**config.mk**
```make
export PLATFORM = sky130hd
export DESIGN_NAME = rtc_irq_status
export DESIGN_NICKNAME = d
export VERILOG_FILES = /design/src/rtl/rtcs_pkg.sv /design/src/rtl/rtcs_port_decode.sv /design/src/rtl/rtcs_ctrl_regs.sv /design/src/rtl/rtcs_flag_unit.sv /design/src/rtl/rtcs_byte_store.sv /design/src/rtl/rtc_irq_status.sv
export SDC_FILE = /design/constraint.sdc
export NUM_CORES = 1
export LEC_CHECK = 0
export ABC_AREA = 1
export ABC_CLOCK_PERIOD_IN_PS = 3200
export BUFFER_PORTS_ARGS = -buffer_cell sky130_fd_sc_hd__buf_2
export CAP_MARGIN = 15
export CORE_MARGIN = 2
export CORE_UTILIZATION = 44
export CTS_BUF_LIST = sky130_fd_sc_hd__clkbuf_4
export DETAILED_ROUTE_END_ITERATION = 7
export PLACE_DENSITY = 0.59
export SLEW_MARGIN = 5
export SYNTH_ARGS = -nofsm -noshare
export SYNTH_HDL_FRONTEND = slang
export SYNTH_SLANG_ARGS = --single-unit
export TNS_END_PERCENT = 1
```
**constraint.sdc**
```tcl
create_clock -name clk -period 3.2 [get_ports clk]
set_input_delay 0.48 -clock clk [delete_from_list [all_inputs] [get_ports clk]]
set_output_delay 0.48 -clock clk [all_outputs]
set_load 0.01 [all_outputs]
```
**src/rtl/rtcs_pkg.sv**
```systemverilog
// Shared constants for the clock interrupt register file: register
// indexes and bit positions that software decodes.
package rtcs_pkg;
    localparam int BYTE_W  = 8;
    localparam int IDX_CTL = 10;   // control byte, bit 7 read-only
    localparam int IDX_ENA = 11;   // enable byte
    localparam int IDX_STS = 12;   // status byte, clear on read
    localparam int IDX_FIX = 13;   // fixed read-only byte

    localparam int CTL_RO  = 7;    // read-only bit of control byte
    localparam int ENA_HLD = 7;    // hold bit of enable byte
    localparam int ENA_PER = 6;
    localparam int ENA_ALM = 5;
    localparam int ENA_UPD = 4;
    localparam int ENA_SQW = 3;

    localparam int STS_REQ = 7;    // combined request bit
    localparam int SRC_N   = 3;    // number of event sources
    localparam int SRC_LSB = 4;    // status bit of the lowest source

    // Enable bits cleared by reset on top of the reset value.
    localparam logic [BYTE_W-1:0] ENA_RST_CLR =
        (8'd1 << ENA_PER) | (8'd1 << ENA_ALM) | (8'd1 << ENA_SQW);
endpackage

```
**src/rtl/rtcs_port_decode.sv**
```systemverilog
// Index register and strobe decode for the two-address byte port.
// Assumes at most one of write/read strobes is acted on per address per cycle.
module rtcs_port_decode #(
    parameter int IDX_W = 7
) (
    input  logic             clk,
    input  logic             rst_n,
    input  logic             bus_we,
    input  logic             bus_re,
    input  logic             bus_addr,
    input  logic [IDX_W-1:0] idx_wdata,
    output logic [IDX_W-1:0] cur_idx,
    output logic             data_wr,
    output logic             data_rd
);
    // Data-side strobes for the selected byte.
    always_comb begin
        data_wr = bus_we & bus_addr;
        data_rd = bus_re & bus_addr;
    end

    // Index load from the even address, upper bits of the byte dropped.
    always_ff @(posedge clk) begin
        if (!rst_n)
            cur_idx <= '0;
        else if (bus_we && !bus_addr)
            cur_idx <= idx_wdata;
    end
endmodule

```
**src/rtl/rtcs_ctrl_regs.sv**
```systemverilog
// Control and enable bytes. The enable byte drops the update-ended
// enable whenever the hold bit is written as 1.
module rtcs_ctrl_regs
    import rtcs_pkg::*;
#(
    parameter logic [7:0] CTL_INIT = 8'h26,
    parameter logic [7:0] ENA_INIT = 8'h02
) (
    input  logic              clk,
    input  logic              rst_n,
    input  logic              wr_ctl,
    input  logic              wr_ena,
    input  logic [BYTE_W-1:0] wdata,
    output logic [BYTE_W-1:0] ctl_q,
    output logic [BYTE_W-1:0] ena_q,
    output logic [BYTE_W-1:0] ena_wval
);
    // Value the enable byte takes on a write, hold bit applied.
    always_comb begin
        ena_wval = wdata;
        if (wdata[ENA_HLD])
            ena_wval[ENA_UPD] = 1'b0;
    end

    // Control byte: keeps its read-only bit across writes.
    always_ff @(posedge clk) begin
        if (!rst_n)
            ctl_q <= CTL_INIT;
        else if (wr_ctl)
            ctl_q <= {ctl_q[CTL_RO], wdata[CTL_RO-1:0]};
    end

    // Enable byte: reset value with source and square-wave enables off.
    always_ff @(posedge clk) begin
        if (!rst_n)
            ena_q <= ENA_INIT & ~ENA_RST_CLR;
        else if (wr_ena)
            ena_q <= ena_wval;
    end
endmodule

```
**src/rtl/rtcs_flag_unit.sv**
```systemverilog
// Event flags, combined request and interrupt line. A clearing read is
// applied before events of the same cycle, so those events survive.
// Assumes an enable write and a status read never share a cycle.
module rtcs_flag_unit
    import rtcs_pkg::*;
(
    input  logic             clk,
    input  logic             rst_n,
    input  logic [SRC_N-1:0] evt,
    input  logic             clr_rd,
    input  logic             ena_wr,
    input  logic [SRC_N-1:0] en_new,
    input  logic [SRC_N-1:0] en_cur,
    output logic [SRC_N-1:0] flags_q,
    output logic             req_q,
    output logic             irq_q
);
    logic [SRC_N-1:0] kept;
    logic [SRC_N-1:0] fresh;
    logic [SRC_N-1:0] flags_d;
    logic             req_d;

    // Next flags and request from clear, events and enable writes.
    always_comb begin
        kept    = clr_rd ? '0 : flags_q;
        fresh   = evt & ~kept;
        flags_d = kept | evt;
        if (ena_wr)
            req_d = |((en_new & flags_q) | (fresh & en_new));
        else if (clr_rd)
            req_d = |(fresh & en_cur);
        else
            req_d = req_q | (|(fresh & en_cur));
    end

    // State update; the line is a separate flop fed by the same decision.
    always_ff @(posedge clk) begin
        if (!rst_n) begin
            flags_q <= '0;
            req_q   <= 1'b0;
            irq_q   <= 1'b0;
        end else begin
            flags_q <= flags_d;
            req_q   <= req_d;
            irq_q   <= req_d;
        end
    end
endmodule

```
**src/rtl/rtcs_byte_store.sv**
```systemverilog
// Plain byte storage for every index; no reset (contents undefined
// until written). The caller masks writes to control indexes.
module rtcs_byte_store
    import rtcs_pkg::*;
#(
    parameter int IDX_W = 7
) (
    input  logic              clk,
    input  logic              we,
    input  logic [IDX_W-1:0]  idx,
    input  logic [BYTE_W-1:0] wdata,
    output logic [BYTE_W-1:0] rdata
);
    localparam int DEPTH = 1 << IDX_W;

    logic [BYTE_W-1:0] mem [DEPTH];

    for (genvar g = 0; g < DEPTH; g++) begin : g_byte
        // One storage byte per index.
        always_ff @(posedge clk) begin
            if (we && idx == IDX_W'(g))
                mem[g] <= wdata;
        end
    end

    // Asynchronous read of the selected byte.
    always_comb rdata = mem[idx];
endmodule

```
**src/rtl/rtc_irq_status.sv**
```systemverilog
// Top of the clock interrupt register file: byte port, control and
// enable bytes, clear-on-read status byte, interrupt line and byte store.
// Assumes event inputs are one-cycle pulses synchronous to clk.
module rtc_irq_status
    import rtcs_pkg::*;
#(
    parameter int         IDX_W    = 7,
    parameter logic [7:0] CTL_INIT = 8'h26,
    parameter logic [7:0] ENA_INIT = 8'h02,
    parameter logic [7:0] FIX_VAL  = 8'h80
) (
    input  logic       clk,
    input  logic       rst_n,
    input  logic       bus_we,
    input  logic       bus_re,
    input  logic       bus_addr,
    input  logic [7:0] bus_wdata,
    output logic [7:0] bus_rdata,
    input  logic       evt_periodic,
    input  logic       evt_alarm,
    input  logic       evt_update,
    output logic [7:0] status_byte,
    output logic       irq_line
);
    localparam logic [IDX_W-1:0] SEL_CTL = IDX_W'(IDX_CTL);
    localparam logic [IDX_W-1:0] SEL_ENA = IDX_W'(IDX_ENA);
    localparam logic [IDX_W-1:0] SEL_STS = IDX_W'(IDX_STS);
    localparam logic [IDX_W-1:0] SEL_FIX = IDX_W'(IDX_FIX);
    localparam int               SRC_MSB = SRC_LSB + SRC_N - 1;

    logic [IDX_W-1:0]  cur_idx;
    logic              data_wr, data_rd;
    logic              hit_ctl, hit_ena, hit_sts, hit_fix;
    logic [BYTE_W-1:0] ctl_q, ctrl_b, ena_wval, store_rdata;
    logic [SRC_N-1:0]  flags_q;
    logic              req_q;

    rtcs_port_decode #(.IDX_W(IDX_W)) u_port (
        .clk       (clk),
        .rst_n     (rst_n),
        .bus_we    (bus_we),
        .bus_re    (bus_re),
        .bus_addr  (bus_addr),
        .idx_wdata (bus_wdata[IDX_W-1:0]),
        .cur_idx   (cur_idx),
        .data_wr   (data_wr),
        .data_rd   (data_rd)
    );

    // Index match for the four control locations.
    always_comb begin
        hit_ctl = (cur_idx == SEL_CTL);
        hit_ena = (cur_idx == SEL_ENA);
        hit_sts = (cur_idx == SEL_STS);
        hit_fix = (cur_idx == SEL_FIX);
    end

    rtcs_ctrl_regs #(.CTL_INIT(CTL_INIT), .ENA_INIT(ENA_INIT)) u_ctrl (
        .clk      (clk),
        .rst_n    (rst_n),
        .wr_ctl   (data_wr & hit_ctl),
        .wr_ena   (data_wr & hit_ena),
        .wdata    (bus_wdata),
        .ctl_q    (ctl_q),
        .ena_q    (ctrl_b),
        .ena_wval (ena_wval)
    );

    rtcs_flag_unit u_flags (
        .clk     (clk),
        .rst_n   (rst_n),
        .evt     ({evt_periodic, evt_alarm, evt_update}),
        .clr_rd  (data_rd & hit_sts),
        .ena_wr  (data_wr & hit_ena),
        .en_new  (ena_wval[SRC_MSB:SRC_LSB]),
        .en_cur  (ctrl_b[SRC_MSB:SRC_LSB]),
        .flags_q (flags_q),
        .req_q   (req_q),
        .irq_q   (irq_line)
    );

    rtcs_byte_store #(.IDX_W(IDX_W)) u_store (
        .clk   (clk),
        .we    (data_wr & ~(hit_ctl | hit_ena | hit_sts | hit_fix)),
        .idx   (cur_idx),
        .wdata (bus_wdata),
        .rdata (store_rdata)
    );

    // Status byte assembly: request, source flags, zero low nibble.
    always_comb status_byte = {req_q, flags_q, {SRC_LSB{1'b0}}};

    // Read data mux by address and index.
    always_comb begin
        if (!bus_addr)      bus_rdata = 8'hFF;
        else if (hit_ctl)   bus_rdata = ctl_q;
        else if (hit_ena)   bus_rdata = ctrl_b;
        else if (hit_sts)   bus_rdata = status_byte;
        else if (hit_fix)   bus_rdata = FIX_VAL;
        else                bus_rdata = store_rdata;
    end
endmodule

```
==> key figures <==
Routing
  – WL/cell: 22.69 um
  – Antenna-violating nets left: 0
  – Via count: 30580
  – Drt initial violations: 3251
  – Residual DRC: 0
  – Drt via density: 5.508
  – First drt pass iteration count: 6
  – Post-Route WL: 125.9 mm

Logic synthesis
  – Top post-synthesis cells by area: edfxtp_1 (72%), nand3_1 (11%), nand2_1 (11%)
  – Largest family of logic cells by synthesized area: simple AND/OR/NAND/NOR gates
  – Post-Syn Instances: 3735
  – Top-area cell type share of the netlist area: 71.71%
  – Yosys warning total: 0
  – Simple-gate share of the synthesized area: 23.43%
  – Asr flop ratio synth: 0%
  – Top_reg_cell synth: edfxtp_1
  – Yosys top cell by area: edfxtp_1
  – Cell variety after synth: 24
  – Number of flops mapped to enable cells by yosys: 1024
  – #FFs+latches synth: 1057
  – Mux share of post-synthesis cell area: 0%
  – Mapped cell area: 0.04288 sq mm
  – Cell with the most instances after synthesis: nand2_1
  – Adder-cell share of the synthesized area: 0%
  – Synth Area in XOR/XNOR: 0%
  – Post-synthesis compound-gate area fraction: 0.6040%
  – Syn avg cell area: 11.48 sq um
  – Register area share after synthesis: 73.25%
  – Synth top cells by count: nand2_1 (1221), edfxtp_1 (1024), nand3_1 (957), nor2_1 (155), clkbuf_1 (137)

Power and ir drop
  – PD cells: 572.2 mW/mm^2
  – Logic gate share of total power: 9.7%
  – Worst vdd ir: 0.3632 mV
  – P_sw: 0.007310 W
  – Switch share: 24.82%
  – Seq pwr share: 51.8%
  – P_int: 0.02215 W
  – Clock group share of total power: 38.5%
  – Lkg Pwr: 18.93 nW

Critical path
  – Worst R2R Start: u_port.cur_idx[5]
  – WS Path Type: reg -> out
  – Worst EP required: 2.72 ns
  – FF-to-FF path depth: 8
  – Crit. End Element: primary output
  – CP Data Arrival Time: 3.52 ns
  – R2r endpoint: u_store.mem[50][7]
  – Worst setup SP type: flip-flop
  – Critical Path Fanout Max: 19
  – Reg2Reg Setup Slack: 0.20 ns

Status
  – Outcome: finished with violations
  – Failing checks: negative setup slack

CTS
  – Worst-Skew Late Latency: 1.14 ns
  – Clk pin slew, worst setup/hold paths: 0.08 ns
  – CTS tree: yes
  – Clock sinks: 1057
  – Clock buffer depth: 4
  – Total clock buffers created by CTS: 290
  – CTS Root Cell: clkbuf_4
  – CTS H-tree lvls: 5

Place
  – Port bufs: 28
  – Cell count after placement: 5007
  – DP HPWL: 69.43 mm
  – Placer Congestion: 0.8692
  – Place WS: 0.1901 ns
  – Post-DP Area: 0.04564 sq mm

Job
  – Max-cap viol count: 0

Finish
  – Fill cells: 8340
  – Nets: 4125
  – Layout cells sized above 1: 19.84%
  – Finished Layout Cells: 5551
  – Register area: 0.03142 sq mm
  – Area Overhead vs Synth: 20.05%
  – Area of the multi-input gates: 0.01118 sq mm
  – Post-route cell area: 0.05148 sq mm

GRT
  – First-pass GRT wire length: 187.1 mm
  – GRT Total Usage: 25.29%
  – Grt ovf: 0
  – Initial antenna violation count: 2
  – Vias in the first global route: 29910
  – Largest net degree at the start of global routing: 91

Die
  – Die height: 316.2 um
  – Core footprint: 0.09657 sq mm
  – Die W: 316.2 um
  – Die area: 0.09997 sq mm
  – # rows: 114
  – Initial Util: 44.41%
  – I/O pin count: 33

Worst hold path
  – Min-delay src: rst_n
  – Worst Hold Path Cells: 3
  – Hold Crit Class: in -> reg
  – Sink of the worst hold path: u_ctrl.ctl_q[1]

STA
  – Fmax: 0.2502 GHz
  – Setup total negative slack: -6.148 ns
  – Final period util: 124.9%
  – Setup violators final: 8
  – Fin crit period: 3.996 ns
  – Pins over their slew limit: 0
  – Rel. slew slack: 26.39%
  – Worst slew pin tran: 1.100 ns
  – Clock skew: 0.07613 ns
  – RSZ-0062 raised after global routing: true
  – Endpoints failing hold: 0
  – Smallest setup slack after layout: -0.7961 ns
  – Worst Hold Slack: 0.2973 ns
registers in the layout, summed over array words and instances, names as in the netlist, named ones only:
register,count
u_ctrl.ctl_q,7
u_flags.flags_q,3
u_port.cur_idx,7
u_ctrl.ena_q,8
u_store.mem,1024
u_flags.req_q,1
what timing repair did:
item / 4_1_cts / 5_1_grt
hold buffers: 20 / 0
gates resized for setup: 185 / 48
endpoints found under the setup margin: 8 / 8
endpoints found under the hold margin: 408 / 0
buffers inserted: 25 / 5
pin swaps: 35 / 23
gates cloned: 33 / 3
cell usage in the layout, fill, tap and decap left out, drive strengths merged:
master / count
o211ai: 2
buf: 250
nand2: 1221
inv: 52
bufbuf: 9
nand3: 957
clkinv: 40
nor3: 3
a41oi: 1
clkbuf: 412
or2: 1
dfxtp: 33
diode: 1
a21oi: 18
nor2: 158
conb: 36
nor4: 1
nand4: 4
edfxtp: 1024
o21ai: 29
clkinvlp: 1
dlygate4sd3: 20
bufinv: 2
cell type report:
class	count	share of cell area, %
Tap cell	1276	3.101
Sequential cell	1057	61.04
Timing Repair inverter	4	0.1045
Antenna cell	1	0.004861
Clock buffer	409	5.965
Multi-Input combinational cell	2431	21.71
Clock inverter	48	0.4667
Timing Repair Buffer	282	7.221
Inverter	43	0.3816
critical path, stage by stage, from the launching register on:
cell and delay [ns]:
dfxtp_4 0.40, buf_12 0.17, buf_16 0.19, buf_12 0.12, buf_16 0.14, nand2_1 0.05, nand3_1 0.07, nand3_1 0.12
nand3_2 0.16, nand3_1 0.14, nand2_1 0.16, nand2_1 0.08, nand3_2 0.09, nand3_4 0.09, nand2_2 0.10, nand2_1 0.07
nand2_1 0.07, buf_2 0.13
routing by layer:
layer	share of wire [%]	wire (um)	vias to the layer above	global-route usage, %
met1	41	51880	14870	34.69
li1	-	-	14030	-
met5	0.010	13	-	0
met2	46	58210	1449	39.13
met4	3.0	3782	2	9.831
met3	9.6	12040	221	6.095
power groups by stage:
stage / sequential, W / clock [W] / combinational [W]
floorplan: 0.0156 / 0 / 0.00121
global placement: 0.0156 / 0 / 0.00228
detailed placement: 0.0156 / 0 / 0.00229
CTS: 0.0153 / 0.0115 / 0.00276
global route: 0.0153 / 0.0123 / 0.00305
finish: 0.0153 / 0.0113 / 0.00286
worst max path at each step:
stage / start / endpoint / slack, ns
2_1_floorplan: u_port.cur_idx[2] / u_store.mem[43][0] / 0.75
3_3_place_gp: flip-flop / bus_rdata[2] / 0.20
3_5_place_dp: flip-flop / bus_rdata[6] / 0.19
4_1_cts: flip-flop / bus_rdata[2] / -0.79
5_1_grt: flip-flop / bus_rdata[5] / -0.94
6_report: flip-flop / bus_rdata[6] / -0.80
through the flow:
stage	power [W]	utilization, %
2_1_floorplan	0.01676	-
3_3_place_gp	0.01784	47.26
3_5_place_dp	0.01786	47.26
4_1_cts	0.02956	52.94
5_1_grt	0.03062	53.31
6_report	0.02946	53.31
cell families after synthesis:
kind of cell,count (synthesis)
flip-flops,1057
AND/OR/NAND/NOR,2345
other,1
AO/OA/AOI/OAI,50
buffers and inverters,282
(Power assumes the default switching activity.)
